--- src/rtl/swl_pkg.sv ---
package swl_pkg;

    localparam int BYTE_W  = 8;
    localparam int FRAME_W = BYTE_W + 2;

    typedef enum logic [2:0] {
        RX_IDLE,
        RX_START,
        RX_DATA,
        RX_STOP,
        RX_LOWRUN
    } rx_state_e;

    typedef enum logic [2:0] {
        CT_POR,
        CT_POR_TX,
        CT_IDLE,
        CT_TX,
        CT_ABD_WAIT,
        CT_ABD_TX,
        CT_ABD_HOLD
    } ctl_state_e;

    function automatic int imax(input int a, input int b);
        return (a > b) ? a : b;
    endfunction

endpackage

--- src/rtl/swl_tick.sv ---
module swl_tick #(
    parameter int CLKS_PER_TICK = 326
) (
    input  logic clk,
    input  logic rst_n,
    output logic tick_o
);
    localparam int W = $clog2(CLKS_PER_TICK + 1);
    localparam logic [W-1:0] LAST = W'(CLKS_PER_TICK - 1);

    typedef struct packed {
        logic [W-1:0] cnt;
        logic         tick;
    } tk_s;

    tk_s d, q;

    always_comb begin
        d      = q;
        d.tick = 1'b0;
        if (q.cnt == LAST) begin
            d.cnt  = '0;
            d.tick = 1'b1;
        end else begin
            d.cnt = q.cnt + 1'b1;
        end
    end

    always_ff @(posedge clk or negedge rst_n) begin
        if (!rst_n) q <= '0;
        else        q <= d;
    end

    assign tick_o = q.tick;
endmodule

--- src/rtl/swl_rx.sv ---
module swl_rx
    import swl_pkg::*;
#(
    parameter int OVS     = 16,
    parameter int RX_TOUT = 223,
    parameter int BRK_MIN = 198,
    parameter int BRK_MAX = 307
) (
    input  logic              clk,
    input  logic              rst_n,
    input  logic              tick_i,
    input  logic              en_i,
    input  logic              line_i,
    output logic              busy_o,
    output logic [BYTE_W-1:0] data_o,
    output logic              valid_o,
    output logic              brk_o,
    output logic              nack_o
);
    localparam int SW  = $clog2(OVS);
    localparam int IW  = $clog2(BYTE_W);
    localparam int LIM = imax(BRK_MAX, RX_TOUT) + 1;
    localparam int TW  = $clog2(LIM + 1);
    localparam logic [SW-1:0] MID_M1 = SW'(OVS / 2 - 2);
    localparam logic [SW-1:0] SUB_LAST = SW'(OVS - 1);
    localparam logic [IW-1:0] IDX_LAST = IW'(BYTE_W - 1);
    localparam logic [TW-1:0] RUN_SAT = TW'(LIM);
    localparam logic [TW-1:0] BMIN_C = TW'(BRK_MIN);
    localparam logic [TW-1:0] BMAX_C = TW'(BRK_MAX);
    localparam logic [TW-1:0] TOUT_C = TW'(RX_TOUT);

    typedef struct packed {
        rx_state_e         st;
        logic [SW-1:0]     sub;
        logic [IW-1:0]     idx;
        logic [BYTE_W-1:0] sr;
        logic [TW-1:0]     run;
        logic              valid;
        logic              brk;
        logic              nack;
    } rx_s;

    rx_s d, q;

    always_comb begin
        d       = q;
        d.valid = 1'b0;
        d.brk   = 1'b0;
        d.nack  = 1'b0;
        if (!en_i) begin
            d.st = RX_IDLE;
        end else if (tick_i) begin
            if (q.run != RUN_SAT) d.run = q.run + 1'b1;
            unique case (q.st)
                RX_IDLE: begin
                    if (!line_i) begin
                        d.st  = RX_START;
                        d.sub = '0;
                        d.run = TW'(1);
                    end
                end
                RX_START: begin
                    if (q.sub == MID_M1) begin
                        d.sub = '0;
                        d.idx = '0;
                        d.st  = line_i ? RX_IDLE : RX_DATA;
                    end else begin
                        d.sub = q.sub + 1'b1;
                    end
                end
                RX_DATA: begin
                    if (q.sub == SUB_LAST) begin
                        d.sub = '0;
                        d.sr  = {line_i, q.sr[BYTE_W-1:1]};
                        if (q.idx == IDX_LAST) d.st = RX_STOP;
                        else                   d.idx = q.idx + 1'b1;
                    end else begin
                        d.sub = q.sub + 1'b1;
                    end
                end
                RX_STOP: begin
                    if (q.sub == SUB_LAST) begin
                        if (line_i) begin
                            d.st    = RX_IDLE;
                            d.valid = 1'b1;
                        end else begin
                            d.st = RX_LOWRUN;
                        end
                    end else begin
                        d.sub = q.sub + 1'b1;
                    end
                end
                RX_LOWRUN: begin
                    if (line_i) begin
                        d.st  = RX_IDLE;
                        d.run = q.run;
                        if (q.run >= BMIN_C && q.run <= BMAX_C) d.brk = 1'b1;
                        else if (q.run >= TOUT_C)               d.nack = 1'b1;
                    end
                end
                default: d.st = RX_IDLE;
            endcase
        end
    end

    always_ff @(posedge clk or negedge rst_n) begin
        if (!rst_n) q <= '{st: RX_IDLE, default: '0};
        else        q <= d;
    end

    assign busy_o  = (q.st != RX_IDLE);
    assign data_o  = q.sr;
    assign valid_o = q.valid;
    assign brk_o   = q.brk;
    assign nack_o  = q.nack;
endmodule

--- src/rtl/swl_tx.sv ---
module swl_tx
    import swl_pkg::*;
#(
    parameter int OVS = 16
) (
    input  logic              clk,
    input  logic              rst_n,
    input  logic              tick_i,
    input  logic              go_i,
    input  logic [BYTE_W-1:0] byte_i,
    output logic              line_low_o,
    output logic              busy_o,
    output logic              done_o
);
    localparam int SW = $clog2(OVS);
    localparam int IW = $clog2(FRAME_W);
    localparam logic [SW-1:0] SUB_LAST = SW'(OVS - 1);
    localparam logic [IW-1:0] IDX_LAST = IW'(FRAME_W - 1);

    typedef struct packed {
        logic               pend;
        logic               act;
        logic [SW-1:0]      sub;
        logic [IW-1:0]      idx;
        logic [FRAME_W-1:0] sr;
        logic               done;
    } tx_s;

    tx_s d, q;

    always_comb begin
        d      = q;
        d.done = 1'b0;
        if (go_i && !q.pend && !q.act) begin
            d.pend = 1'b1;
            d.sr   = {1'b1, byte_i, 1'b0};
        end
        if (tick_i) begin
            if (q.pend) begin
                d.pend = 1'b0;
                d.act  = 1'b1;
                d.sub  = '0;
                d.idx  = '0;
            end else if (q.act) begin
                if (q.sub == SUB_LAST) begin
                    d.sub = '0;
                    if (q.idx == IDX_LAST) begin
                        d.act  = 1'b0;
                        d.done = 1'b1;
                    end else begin
                        d.idx = q.idx + 1'b1;
                        d.sr  = {1'b1, q.sr[FRAME_W-1:1]};
                    end
                end else begin
                    d.sub = q.sub + 1'b1;
                end
            end
        end
    end

    always_ff @(posedge clk or negedge rst_n) begin
        if (!rst_n) q <= '0;
        else        q <= d;
    end

    assign line_low_o = q.act & ~q.sr[0];
    assign busy_o     = q.pend | q.act;
    assign done_o     = q.done;
endmodule

--- src/rtl/swl_link.sv ---
module swl_link
    import swl_pkg::*;
#(
    parameter int          CLKS_PER_TICK = 326,
    parameter int          OVS           = 16,
    parameter int          RX_TOUT       = 223,
    parameter int          BRK_MIN       = 198,
    parameter int          BRK_MAX       = 307,
    parameter int          ABD_DLY       = 154,
    parameter int          ABD_EXIT      = 307,
    parameter int          MSG_GAP       = 200,
    parameter int          POR_DLY       = 1229,
    parameter logic [7:0]  NACK_BYTE     = 8'h15,
    parameter logic [7:0]  POR_BYTE      = 8'hC3
) (
    input  logic       clk,
    input  logic       rst_n,
    input  logic       line_i,
    output logic       line_low_o,
    output logic [7:0] rx_data_o,
    output logic       rx_valid_o,
    output logic       rx_eom_o,
    input  logic [7:0] tx_data_i,
    input  logic       tx_valid_i,
    output logic       tx_ready_o,
    output logic       abd_active_o
);
    localparam int CMAX = imax(imax(POR_DLY, MSG_GAP), imax(ABD_DLY, ABD_EXIT));
    localparam int CW   = $clog2(CMAX + 1);
    localparam logic [CW-1:0] POR_LAST = CW'(POR_DLY - 1);
    localparam logic [CW-1:0] ABD_LAST = CW'(ABD_DLY - 1);
    localparam logic [CW-1:0] EXIT_LAST = CW'(ABD_EXIT - 1);
    localparam logic [CW-1:0] GAP_LAST = CW'(MSG_GAP - 1);
    localparam logic [7:0]    CAL_BYTE = 8'h55;

    typedef struct packed {
        ctl_state_e    st;
        logic [CW-1:0] wcnt;
        logic          gap_act;
        logic [CW-1:0] gap_cnt;
        logic          eom;
        logic [1:0]    sync;
    } ctl_s;

    ctl_s d, q;

    logic              tick;
    logic              rx_busy, rx_valid, rx_brk, rx_nack;
    logic [BYTE_W-1:0] rx_data;
    logic              tx_go, tx_busy, tx_done;
    logic [BYTE_W-1:0] tx_byte;

    swl_tick #(.CLKS_PER_TICK(CLKS_PER_TICK)) i_tick (
        .clk(clk), .rst_n(rst_n), .tick_o(tick)
    );

    swl_rx #(.OVS(OVS), .RX_TOUT(RX_TOUT), .BRK_MIN(BRK_MIN), .BRK_MAX(BRK_MAX)) i_rx (
        .clk(clk), .rst_n(rst_n), .tick_i(tick), .en_i(q.st == CT_IDLE),
        .line_i(q.sync[1]), .busy_o(rx_busy), .data_o(rx_data),
        .valid_o(rx_valid), .brk_o(rx_brk), .nack_o(rx_nack)
    );

    swl_tx #(.OVS(OVS)) i_tx (
        .clk(clk), .rst_n(rst_n), .tick_i(tick), .go_i(tx_go), .byte_i(tx_byte),
        .line_low_o(line_low_o), .busy_o(tx_busy), .done_o(tx_done)
    );

    always_comb begin
        d          = q;
        d.eom      = 1'b0;
        d.sync     = {q.sync[0], line_i};
        tx_go      = 1'b0;
        tx_byte    = NACK_BYTE;
        tx_ready_o = (q.st == CT_IDLE) && !rx_busy && !rx_brk && !rx_nack && !tx_busy;

        unique case (q.st)
            CT_POR: begin
                if (tick) begin
                    if (q.wcnt == POR_LAST) begin
                        tx_go   = 1'b1;
                        tx_byte = POR_BYTE;
                        d.st    = CT_POR_TX;
                    end else begin
                        d.wcnt = q.wcnt + 1'b1;
                    end
                end
            end
            CT_POR_TX, CT_TX: begin
                if (tx_done) d.st = CT_IDLE;
            end
            CT_IDLE: begin
                if (rx_brk) begin
                    d.st   = CT_ABD_WAIT;
                    d.wcnt = '0;
                end else if (rx_nack) begin
                    tx_go   = 1'b1;
                    tx_byte = NACK_BYTE;
                    d.st    = CT_TX;
                end else if (tx_valid_i && tx_ready_o) begin
                    tx_go   = 1'b1;
                    tx_byte = tx_data_i;
                    d.st    = CT_TX;
                end
            end
            CT_ABD_WAIT: begin
                if (tick) begin
                    if (q.wcnt == ABD_LAST) begin
                        tx_go   = 1'b1;
                        tx_byte = CAL_BYTE;
                        d.st    = CT_ABD_TX;
                    end else begin
                        d.wcnt = q.wcnt + 1'b1;
                    end
                end
            end
            CT_ABD_TX: begin
                if (tx_done) begin
                    d.st   = CT_ABD_HOLD;
                    d.wcnt = '0;
                end
            end
            CT_ABD_HOLD: begin
                if (tick) begin
                    if (q.wcnt == EXIT_LAST) d.st = CT_IDLE;
                    else                     d.wcnt = q.wcnt + 1'b1;
                end
            end
            default: d.st = CT_IDLE;
        endcase

        if (rx_valid) begin
            d.gap_act = 1'b1;
            d.gap_cnt = '0;
        end else if (rx_busy || rx_brk || rx_nack) begin
            d.gap_act = 1'b0;
        end else if (tick && q.gap_act) begin
            if (q.gap_cnt == GAP_LAST) begin
                d.eom     = 1'b1;
                d.gap_act = 1'b0;
            end else begin
                d.gap_cnt = q.gap_cnt + 1'b1;
            end
        end
    end

    always_ff @(posedge clk or negedge rst_n) begin
        if (!rst_n) q <= '{st: CT_POR, sync: 2'b11, default: '0};
        else        q <= d;
    end

    assign rx_data_o    = rx_data;
    assign rx_valid_o   = rx_valid;
    assign rx_eom_o     = q.eom;
    assign abd_active_o = (q.st == CT_ABD_WAIT) || (q.st == CT_ABD_TX) || (q.st == CT_ABD_HOLD);
endmodule

--- config.mk ---
export PLATFORM = sky130hd
export DESIGN_NAME = swl_link
export DESIGN_NICKNAME = d
export VERILOG_FILES = /design/src/rtl/swl_pkg.sv /design/src/rtl/swl_tick.sv /design/src/rtl/swl_rx.sv /design/src/rtl/swl_tx.sv /design/src/rtl/swl_link.sv
export SDC_FILE = /design/constraint.sdc
export NUM_CORES = 1
export LEC_CHECK = 0
export ABC_AREA = 1
export ABC_CLOCK_PERIOD_IN_PS = 3500
export BUFFER_PORTS_ARGS = -buffer_cell sky130_fd_sc_hd__buf_2
export CORE_ASPECT_RATIO = 1.75
export CORE_MARGIN = 2
export CORE_UTILIZATION = 45
export CTS_CLUSTER_SIZE = 10
export DETAILED_ROUTE_END_ITERATION = 6
export MAX_ROUTING_LAYER = met4
export PLACE_DENSITY_LB_ADDON = 0.12
export SLEW_MARGIN = 20
export SYNTH_ARGS = -nofsm -noshare
export SYNTH_HDL_FRONTEND = slang
export SYNTH_SLANG_ARGS = --single-unit
--- constraint.sdc ---
create_clock -name clk -period 3.5 [get_ports clk]
set_clock_uncertainty 0.2 [all_clocks]
set_input_delay 0.525 -clock clk [delete_from_list [all_inputs] [get_ports clk]]
set_output_delay 0.525 -clock clk [all_outputs]
set_load 0.02 [all_outputs]
==> impl_metrics.env <==
export IMPL_status="finished, violations left"
export IMPL_violations="negative hold slack"
export IMPL_fin_crit_ns=2.53
export IMPL_crit_slowest_cell="dfrtp_1"
export IMPL_path_class="flip-flop to output pin"
export IMPL_cts_buffers=9
export IMPL_p_clk_share_pct=50.3
export IMPL_gr_total_overflow=0
export IMPL_synth_nets=736
export IMPL_critPathCaptureType="output pin"
export IMPL_cts_hold_buffers_added=0
export IMPL_row_count=53
export IMPL_antenna_found_initial=0
export IMPL_cts_resized=0
export IMPL_place_area_um2=5580
export IMPL_die_area_um2=12900
export IMPL_vias=4604
export IMPL_final_area_um2=5920
export IMPL_hpwlAfterDp_mm=9.43
export IMPL_rsz0062_at_grt="no"
export IMPL_postCtsSetupBuffers=0
export IMPL_synthDistinctLibCells=47
export IMPL_worstPathCellList="inv_4 > nand3_4 > nor3_1 > buf_2"
export IMPL_cts_tree="built"
export IMPL_hold_slack_ns=-0.00648
export IMPL_ys_warn_count=0
export IMPL_timing_fmax_mhz=395
export IMPL_grt_max_degree=51
export IMPL_drive_above_1_share_pct=11.0
export IMPL_synth_seq_cells=90
export IMPL_internal_power_mw=1.70
export IMPL_setup_viol=0
export IMPL_numPortBuffers=24
export IMPL_insertedDiodeCount=0
export IMPL_drv_slew=0
export IMPL_ys_seq_area_share_pct=41.7
export IMPL_io_pin_count=25
export IMPL_die_h_um=149
export IMPL_p_sw_uw=460
export IMPL_cts_max_path_buffers=2
export IMPL_area_growth_syn_to_layout_pct=9.47
export IMPL_pwr_share_comb_pct=1.5
export IMPL_nets=753
export IMPL_hold_viol=3
export IMPL_clkSinkCount=90
export IMPL_p_sw_share_pct=21.3
export IMPL_syn_avg_cell_area_um2=7.65
export IMPL_cp_arrival_ns=1.80
export IMPL_synthArstFlopShare_pct=100
export IMPL_syn_inst=707
export IMPL_wire_per_inst_um=14.2
export IMPL_insertion_delay_ns=0.34
export IMPL_vias_per_cell=5.32
export IMPL_max_cap_violations=0
export IMPL_clk_pin_slew_worst_paths_ns=0.07
export IMPL_cp_start_kind="flip-flop"
export IMPL_r2r_cells=10
export IMPL_fp_dieW_um=86.9
export IMPL_synth_ff_type="dfrtp_1"
export IMPL_tightest_slew_ns=0.932
export IMPL_cpPeakStageDelay_ns=0.51
export IMPL_grt_pass1_vias=4566
export IMPL_post_route_period_util_pct=72.3
export IMPL_setup_tns_ns=0
export IMPL_start_util_pct=45.5
export IMPL_critPathRequiredTime_ns=2.77
export IMPL_drtIter0Drc=220
export IMPL_grt_pass1_wl_mm=20.9
export IMPL_drt_first_pass_iters=5
export IMPL_htreeDepth=3
export IMPL_p_leak_nw=2.85
export IMPL_drtAntennaViolNets=0
export IMPL_hp_class="input pin to async pin"
export IMPL_root_buffer="clkbuf_16"
export IMPL_totalWireLength_mm=12.3
export IMPL_drcViolationCount=0
export IMPL_power_density_nw_per_um2=366
export IMPL_peakVddDrop_v=0.000238
export IMPL_core_region_area_um2=11900
export IMPL_pwr_share_seq_pct=48.2
export IMPL_synth_edff_count=0
export IMPL_cp_max_fo=8
export IMPL_syn_area_um2=5410
export IMPL_track_usage_pct=20.8
export IMPL_slew_headroom_pct=37.6
export IMPL_place_gp_congestion=0.946
-- cells by family after synthesis --
kind of cell	Yosys count	share of synthesized area [%]
muxes	1	0.208
DFF	90	41.7
and+or+nand+nor	388	33.9
buffers and inverters	120	9.51
adders and majority gates	17	3.93
xor gates and xnor gates	21	3.40
AOI/OAI and AO/OA	70	7.36
-- sequential cells by signal, indices dropped and copies added, names as in the netlist --
| register | flops |
|---|---|
| q | 27 |
| i_tx.q | 20 |
| i_rx.q | 19 |
| i_tick.q | 9 |
| i_rx.data_o | 8 |
| d | 1 |
| i_rx.brk_o | 1 |
| i_rx.nack_o | 1 |
| i_rx.valid_o | 1 |
| i_tick.tick_o | 1 |
| i_tx.done_o | 1 |
| rx_eom_o | 1 |
-- worst max-delay path, delay by kind of cell, from the launching register on --
kind | cells | cell delay [ns]
buf+inv | 2 | 0.40
flops | 1 | 0.51
simple gates | 2 | 0.55
-- placed cells by master (no fill, tap or decap), types with 7 or more instances in the layout --
master     netlist  final
a21oi_1         19     19
buf_2            6     23
clkbuf_16        0      9
dfrtp_1         88     88
ha_1            17     17
inv_1           90     90
inv_2            7      7
nand2_1        151    151
nand2_2          8      8
nand3_1         70     70
nand4_1         14     14
nor2_1          82     82
nor3_1          30     30
o21ai_0         29     29
xor2_1          16     16
-- area by class of cell --
class | instances | area (µm²)
fill | 1147 | 5950
multi-input combinational | 497 | 2640
inverter | 99 | 374
clock inverter | 6 | 96.3
timing repair buffer | 27 | 145
tap | 137 | 171
clock buffer | 10 | 239
sequential | 90 | 2250
-- power groups by stage --
| stage | Sequential (mW) | Clock (mW) | Combinational (mW) |
|---|---|---|---|
| finish | 1.04 | 1.09 | 0.0323 |
| global route | 1.04 | 1.16 | 0.0382 |
| CTS | 1.04 | 1.12 | 0.0349 |
| detailed placement | 1.06 | 0 | 0.0347 |
| global placement | 1.06 | 0 | 0.0342 |
| floorplan | 1.06 | 0 | 0.00240 |
-- final timing paths --
| path | start | end | slack, ns |
|---|---|---|---|
| hold / removal | rst_n | i_tx.q[7] | -0.006 |
| min in group clk | line_i | d[1] | 0.08 |
| setup / recovery | q[28] | tx_ready_o | 0.97 |
| hold reg to reg | d[1] | q[1] | 0.16 |
| max in group asynchronous | rst_n | q[1] | 2.29 |
| setup reg to reg | q[15] | q[20] | 1.05 |
-- layer usage --
metal  GRT usage, %  vias up  part of all wire (%)
met5              -        -                     0
met3           2.99       21                   2.7
met1           22.1     2179                    39
met4           8.28        0                   2.9
met2           37.7       85                    55
li1               -     2319                     -
-- Yosys cell counts (2+ instances only) --
| master | number | area [µm²] |
|---|---|---|
| nor4_1 | 6 | 37.5 |
| nand2_4 | 4 | 45.0 |
| nor3b_1 | 6 | 45.0 |
| or2_1 | 2 | 12.5 |
| o31ai_1 | 2 | 15.0 |
| nor3_4 | 2 | 32.5 |
| buf_4 | 8 | 60.1 |
| dfrtp_1 | 88 | 2200 |
| nand4_1 | 14 | 87.6 |
| o22ai_1 | 4 | 25.0 |
| nand2_2 | 8 | 50.1 |
| o21ai_0 | 29 | 145 |
| nor2_2 | 4 | 25.0 |
| a21oi_1 | 19 | 95.1 |
| o211ai_1 | 4 | 30.0 |
| nand2_1 | 151 | 567 |
| clkbuf_1 | 3 | 11.3 |
| o21a_1 | 2 | 15.0 |
| buf_6 | 3 | 33.8 |
| dfstp_2 | 2 | 52.6 |
| ha_1 | 17 | 213 |
| nand3_4 | 3 | 52.6 |
| xnor2_1 | 5 | 43.8 |
| nor3_1 | 30 | 150 |
| a21boi_0 | 2 | 15.0 |
| o21ai_1 | 2 | 10.0 |
| inv_1 | 90 | 338 |
| a22o_1 | 2 | 17.5 |
| nand3_1 | 70 | 350 |
| buf_2 | 6 | 30.0 |
| inv_2 | 7 | 26.3 |
| nor2_1 | 82 | 308 |
| xor2_1 | 16 | 140 |
-- metrics by stage --
| step | total power, mW | utilization (%) | cells | hold slack (ns) | worst slack [ns] |
|---|---|---|---|---|---|
| after CTS | 2.19 | 49.9 | 866 | 0.0271 | 0.970 |
| after global routing | 2.24 | 49.9 | 866 | 0.0563 | 0.845 |
| after floorplan | 1.06 | - | 707 | 0.0294 | 1.61 |
| after global placement | 1.10 | 47.0 | 850 | 0.148 | 1.18 |
| final | 2.16 | 49.9 | 866 | -0.00648 | 0.970 |
| after detailed placement | 1.10 | 47.0 | 850 | 0.151 | 1.09 |
Power figures use the tool's default switching activity.
